[src/rtl/rs_syn_pkg.sv]
package rs_syn_pkg;
    localparam int unsigned GF_M = 8;

    typedef logic [GF_M-1:0] gf_t;

    typedef enum logic [2:0] {
        ST_IDLE,
        ST_FIRST,
        ST_JUDGE,
        ST_SECOND,
        ST_DONE
    } syn_state_e;

    // GF(2^m) product, LSB-first shift-and-add with reduction by poly
    function automatic gf_t gf_mul(input gf_t a, input gf_t b, input logic [GF_M:0] poly);
        gf_t acc;
        gf_t sh;
        acc = '0;
        sh  = a;
        for (int i = 0; i < GF_M; i++) begin
            if (b[i]) acc = acc ^ sh;
            if (sh[GF_M-1]) sh = (sh << 1) ^ poly[GF_M-1:0];
            else            sh = sh << 1;
        end
        return acc;
    endfunction

    // alpha^k with alpha = x
    function automatic gf_t gf_alpha_pow(input int unsigned k, input logic [GF_M:0] poly);
        gf_t r;
        r = gf_t'(1);
        for (int unsigned i = 0; i < k; i++) begin
            r = gf_mul(r, gf_t'(2), poly);
        end
        return r;
    endfunction
endpackage

[src/rtl/rs_syn_cell.sv]
module rs_syn_cell
    import rs_syn_pkg::*;
#(
    parameter int unsigned     POWER   = 1,
    parameter logic [GF_M:0]   GF_POLY = 9'h11D
) (
    input  logic clk,
    input  logic rst_n,
    input  logic clr,
    input  logic en,
    input  gf_t  sym,
    output gf_t  acc
);
    localparam gf_t ROOT = gf_alpha_pow(POWER, GF_POLY);

    gf_t acc_q;
    gf_t scaled;

    // constant-by-variable multiply: folds to an XOR network
    always_comb begin
        scaled = gf_mul(acc_q, ROOT, GF_POLY);
    end

    always_ff @(posedge clk or negedge rst_n) begin
        if (!rst_n) begin
            acc_q <= '0;
        end else if (clr) begin
            acc_q <= '0;
        end else if (en) begin
            acc_q <= scaled ^ sym;
        end
    end

    assign acc = acc_q;
endmodule

[src/rtl/rs_syn_bank.sv]
module rs_syn_bank
    import rs_syn_pkg::*;
#(
    parameter int unsigned   T_CORR  = 8,
    parameter logic [GF_M:0] GF_POLY = 9'h11D
) (
    input  logic                       clk,
    input  logic                       rst_n,
    input  logic                       clr,
    input  logic                       en_lo,
    input  logic                       en_hi,
    input  gf_t                        sym,
    output logic [2*T_CORR*GF_M-1:0]   syn,
    output logic                       lo_zero
);
    localparam int unsigned NUM_SYN = 2 * T_CORR;
    localparam int unsigned HALF_W  = T_CORR * GF_M;

    for (genvar g = 0; g < NUM_SYN; g++) begin : g_cell
        localparam bit UPPER = (g >= T_CORR);
        gf_t cell_out;
        logic cell_en;
        if (UPPER) begin : g_hi
            assign cell_en = en_hi;
        end else begin : g_lo
            assign cell_en = en_lo;
        end
        rs_syn_cell #(
            .POWER   (g + 1),
            .GF_POLY (GF_POLY)
        ) u_cell (
            .clk   (clk),
            .rst_n (rst_n),
            .clr   (clr),
            .en    (cell_en),
            .sym   (sym),
            .acc   (cell_out)
        );
        assign syn[g*GF_M +: GF_M] = cell_out;
    end

    assign lo_zero = ~|syn[HALF_W-1:0];
endmodule

[src/rtl/rs_syn_ctrl.sv]
module rs_syn_ctrl
    import rs_syn_pkg::*;
#(
    parameter int unsigned N_SYM = 255
) (
    input  logic clk,
    input  logic rst_n,
    input  logic start,
    input  logic in_valid,
    input  logic lo_zero,
    output logic clr,
    output logic en_lo,
    output logic en_hi,
    output logic rd_en,
    output logic done,
    output logic no_err
);
    localparam int unsigned CNT_W = (N_SYM > 1) ? $clog2(N_SYM) : 1;
    localparam logic [CNT_W-1:0] LAST_IDX = CNT_W'(N_SYM - 1);

    syn_state_e       state_q;
    syn_state_e       state_d;
    logic [CNT_W-1:0] cnt_q;
    logic             clean_q;
    logic             take_start;
    logic             last_sym;
    logic             streaming;

    assign take_start = start && ((state_q == ST_IDLE) || (state_q == ST_DONE));
    assign streaming  = (state_q == ST_FIRST) || (state_q == ST_SECOND);
    assign last_sym   = in_valid && (cnt_q == LAST_IDX);

    // state register
    always_ff @(posedge clk or negedge rst_n) begin
        if (!rst_n) state_q <= ST_IDLE;
        else        state_q <= state_d;
    end

    // transitions
    always_comb begin
        state_d = state_q;
        unique case (state_q)
            ST_IDLE:   if (take_start) state_d = ST_FIRST;
            ST_FIRST:  if (last_sym)   state_d = ST_JUDGE;
            ST_JUDGE:  state_d = lo_zero ? ST_DONE : ST_SECOND;
            ST_SECOND: if (last_sym)   state_d = ST_DONE;
            ST_DONE:   if (take_start) state_d = ST_FIRST;
        endcase
    end

    // symbol counter and judge verdict
    always_ff @(posedge clk or negedge rst_n) begin
        if (!rst_n) begin
            cnt_q   <= '0;
            clean_q <= 1'b0;
        end else begin
            if (take_start) begin
                cnt_q   <= '0;
                clean_q <= 1'b0;
            end else if (streaming && in_valid) begin
                cnt_q <= last_sym ? '0 : cnt_q + 1'b1;
            end
            if (state_q == ST_JUDGE) clean_q <= lo_zero;
        end
    end

    // outputs
    always_comb begin
        clr    = take_start;
        en_lo  = 1'b0;
        en_hi  = 1'b0;
        rd_en  = 1'b0;
        done   = 1'b0;
        no_err = 1'b0;
        unique case (state_q)
            ST_IDLE:   ;
            ST_FIRST:  en_lo = in_valid;
            ST_JUDGE:  ;
            ST_SECOND: begin
                rd_en = 1'b1;
                en_hi = in_valid;
            end
            ST_DONE: begin
                done   = 1'b1;
                no_err = clean_q;
            end
        endcase
    end
endmodule

[src/rtl/rs_syn_two_stage.sv]
module rs_syn_two_stage
    import rs_syn_pkg::*;
#(
    parameter int unsigned   N_SYM   = 255,
    parameter int unsigned   T_CORR  = 8,
    parameter logic [GF_M:0] GF_POLY = 9'h11D
) (
    input  logic                     clk,
    input  logic                     rst_n,
    input  logic                     start,
    input  logic                     in_valid,
    input  logic [GF_M-1:0]          in_sym,
    output logic                     rd_en,
    output logic [2*T_CORR*GF_M-1:0] syn,
    output logic                     no_err,
    output logic                     done
);
    logic clr;
    logic en_lo;
    logic en_hi;
    logic lo_zero;

    rs_syn_ctrl #(
        .N_SYM (N_SYM)
    ) u_ctrl (
        .clk      (clk),
        .rst_n    (rst_n),
        .start    (start),
        .in_valid (in_valid),
        .lo_zero  (lo_zero),
        .clr      (clr),
        .en_lo    (en_lo),
        .en_hi    (en_hi),
        .rd_en    (rd_en),
        .done     (done),
        .no_err   (no_err)
    );

    rs_syn_bank #(
        .T_CORR  (T_CORR),
        .GF_POLY (GF_POLY)
    ) u_bank (
        .clk     (clk),
        .rst_n   (rst_n),
        .clr     (clr),
        .en_lo   (en_lo),
        .en_hi   (en_hi),
        .sym     (in_sym),
        .syn     (syn),
        .lo_zero (lo_zero)
    );
endmodule

[config.mk]
export PLATFORM = sky130hd
export DESIGN_NAME = rs_syn_two_stage
export DESIGN_NICKNAME = d
export VERILOG_FILES = /design/src/rtl/rs_syn_pkg.sv /design/src/rtl/rs_syn_cell.sv /design/src/rtl/rs_syn_bank.sv /design/src/rtl/rs_syn_ctrl.sv /design/src/rtl/rs_syn_two_stage.sv
export SDC_FILE = /design/constraint.sdc
export NUM_CORES = 1
export LEC_CHECK = 0
export BUFFER_PORTS_ARGS = -buffer_cell sky130_fd_sc_hd__buf_4
export CORE_MARGIN = 4
export CORE_UTILIZATION = 30
export CTS_CLUSTER_SIZE = 30
export DETAILED_ROUTE_END_ITERATION = 10
export GPL_ROUTABILITY_DRIVEN = 0
export MAX_ROUTING_LAYER = met4
export SLEW_MARGIN = 25
export SYNTH_ARGS = -nofsm -noshare
export SYNTH_HDL_FRONTEND = slang
export SYNTH_SLANG_ARGS = --single-unit
[constraint.sdc]
create_clock -name clk -period 1.62 [get_ports clk]
set_clock_uncertainty 0.15 [all_clocks]
set_input_delay 0.081 -clock clk [delete_from_list [all_inputs] [get_ports clk]]
set_output_delay 0.081 -clock clk [all_outputs]
set_load 0.02 [all_outputs]
==> run summary <==
Final worst-path cycle share - 118%
H-tree levels - 4
Top cell type's share of synthesized area - 39.4%
CTS max path bufs - 2
Synth Warn # - 0
R2R Path End - u_ctrl.state_q[2]
Post-Syn Nets - 942
Final hold slack - 0.00638 ns
Total grt overflow - 0
Dpl hpwl - 20,500 um
# DRC - 0
Async set-reset flop share out of synthesis - 100%
Final Slew Violations - 0
Leak pwr - 6.24 nW
Later-pin clock latency in the skew report - 0.43 ns
Reg2reg setup slack - -0.29 ns
Failing checks - setup timing
DIE AREA - 32,500 um2
Max-Cap Viols - 0
Worst EP arrival - 2.11 ns
Post-Synthesis Cells - 928
Placed cells - 1,551
CTS buffer count - 17
I/O pin count - 143
Reg2reg start - u_bank.g_cell[2].u_cell.acc[5]
Clock tree root driver cell - clkbuf_16
Core Rows - 62
RSZ-0062 raised after global routing - yes
Area delta synth->final - 59.5%
Die span in x - 180 um
Startpoint types - register
Post-DRT Antenna Nets - 0
Worst Hold Path EP - u_bank.g_cell[1].u_cell.acc[1]
DR iter-0 viols - 411
Maximum clock frequency - 524 MHz
Post-route cell area - 14,200 um2
Fin. Hold Viols - 0
Worst slew pin tran - 0.389 ns
Initial antenna violation count - 0
Synth area leader - dfrtp_1
CTS clk-pin slew, worst paths - 0.07 ns
Syn avg cell area - 9.58 um2
Post-synthesis cell type count - 43
Worst Hold Class - input pin to register
Final setup fails - 143
Hold-critical path depth - 3
Slew HR - 74.1%
Routed length per placed instance - 19.1 um
Total chip power - 34.7 mW
DR pass1 iterations - 5
Cells on worst reg2reg path - 5
Via Count - 8,089
Most frequently used flop master after synthesis - dfrtp_1
Worst IR Drop VDD - 1310 uV
Worst Path Max Fanout - 2
Post-layout min period - 1.91 ns
Die Y - 180 um
Antenna Cells - 0
Core area - 28,900 um2
Largest cells by area after synthesis - dfrtp_1 (39%), xnor2_1 (23%), xor2_1 (7.2%)
Pwr/cell area - 2450 nW/um2
Nets - 1,263
Status - finished, violations left
Layout cells sized above 1 - 45.5%
Sequential area share after synthesis - 39.4%
Post-Syn Area - 8890 um2
Nature of the critical path endpoint - register
Critical path required time - 1.82 ns
Synth Register Bits - 140
EDFF count, synth - 0
Largest net degree at the start of global routing - 67
Clk sinks - 140
TritonCTS clock tree - done
Worst hold start - in_sym[1]
IO Port Bufs - 142
Commonest cells post-synth - xnor2_1 (235), dfrtp_1 (140), o21ai_0 (127)
Critical path type - register to register
Gr usage total - 19.9%
Setup ws final - -0.290 ns
Cell Area, Placed - 12,100 um2
Initial core utilization - 30.7%
First-pass GRT wire length - 50,000 um
Total Wirelength - 31,500 um
Number of global-route vias before repair - 8,403
Vias/cell - 4.91
Most instantiated library cell after synthesis - xnor2_1
Layout Cells excl Fill - 1,646
==> per-layer routing <==
metal | global-route usage (%) | up-vias | wire length [um]
li1 | - | 3801 | -
met1 | 26.6 | 4060 | 14400
met2 | 32.4 | 199 | 15400
met3 | 3.01 | 29 | 1230
met4 | 3.96 | 0 | 425
met5 | - | - | 0
==> critical path, stage by stage, from the launching register on <==
cell	delay, ns
dfrtp_1	0.40
nor4_2	0.29
buf_4	0.15
nand4_1	0.11
or4_4	0.59
o21ai_2	0.14
==> cell usage in the layout (no fill, tap or decap), drive strengths merged, types with 2 or more instances in the layout <==
cell type / Yosys / layout
o21ai: 131 / 131
a21o: 2 / 2
nor4: 18 / 18
clkinvlp: 0 / 3
inv: 10 / 19
dlygate4sd3: 0 / 7
xnor3: 8 / 8
a22o: 24 / 24
o211a: 2 / 2
or3: 8 / 8
nor2: 33 / 33
a21oi: 16 / 16
or3b: 1 / 2
a211oi: 2 / 2
clkbuf: 53 / 18
dfrtp: 140 / 140
bufinv: 0 / 2
xor2: 73 / 73
buf: 30 / 375
and3: 3 / 3
xnor2: 235 / 235
nand4: 6 / 6
ha: 2 / 2
nand3: 96 / 96
nor3b: 2 / 2
nand2: 19 / 20
==> metrics by stage <==
| step | TNS (ns) | util [%] | setup slack (ns) |
|---|---|---|---|
| floorplan | -10.28 | - | -0.217 |
| global placement | -9.82 | 41.7 | -0.378 |
| detailed placement | -12.47 | 41.7 | -0.403 |
| CTS | -15.93 | 48.6 | -0.234 |
| global route | -29.37 | 49.0 | -0.368 |
| finish | -20.52 | 49.0 | -0.290 |
==> timing repair <==
item                                   CTS  global route
gates cloned                            18             1
setup endpoints to repair              140           143
gates resized for setup                141            11
endpoints found under the hold margin  148             0
buffers inserted                        33             4
hold buffers                             7             0
pin swaps                               86            12
==> cell type report <==
class	count	area [um2]
repair buffers	383	3740
clock inverters	15	178
flip-flops and latches	140	3520
well taps	384	480
clock buffers	17	425
multi-input cells	697	5800
fillers	2662	14800
inverters	10	37.5
==> registers in the layout (all words and copies together), names as in the netlist <==
register and cells:
u_bank.g_cell.u_cell.acc 128, u_ctrl.clean_q 1, u_ctrl.cnt_q 8, u_ctrl.state_q 3
==> cells by family (layout without fill, tap and decap cells) <==
family	count (synthesis)	count (layout)	synth area share, %
fa+ha+maj	2	2	0.281
buf+inv	93	425	4.57
simple gates	193	195	11.0
compound gates	182	182	12.0
xor+xnor	317	317	32.6
mux	1	1	0.113
flops	140	140	39.4
==> worst max-delay path by stage <==
stage                                               from                 to  cells past startpoint
final                     u_bank.g_cell[2].u_cell.acc[5]  u_ctrl.state_q[2]                      5
after global routing      u_bank.g_cell[2].u_cell.acc[5]  u_ctrl.state_q[2]                      5
after CTS                 u_bank.g_cell[5].u_cell.acc[6]     u_ctrl.clean_q                      4
after detailed placement  u_bank.g_cell[6].u_cell.acc[7]     u_ctrl.clean_q                      4
after global placement    u_bank.g_cell[6].u_cell.acc[7]     u_ctrl.clean_q                      4
after floorplan           u_bank.g_cell[7].u_cell.acc[1]     u_ctrl.clean_q                      5
==> power by group <==
part	total, mW	switching, mW	internal [mW]	leakage (nW)
sequential	6.83	1.67	5.16	1.73
clock	4.10	1.77	2.33	0.288
combinational	23.8	11.8	12.0	4.22
total	34.7	15.2	19.5	6.24
No activity file was read; power rests on OpenSTA's default activity.
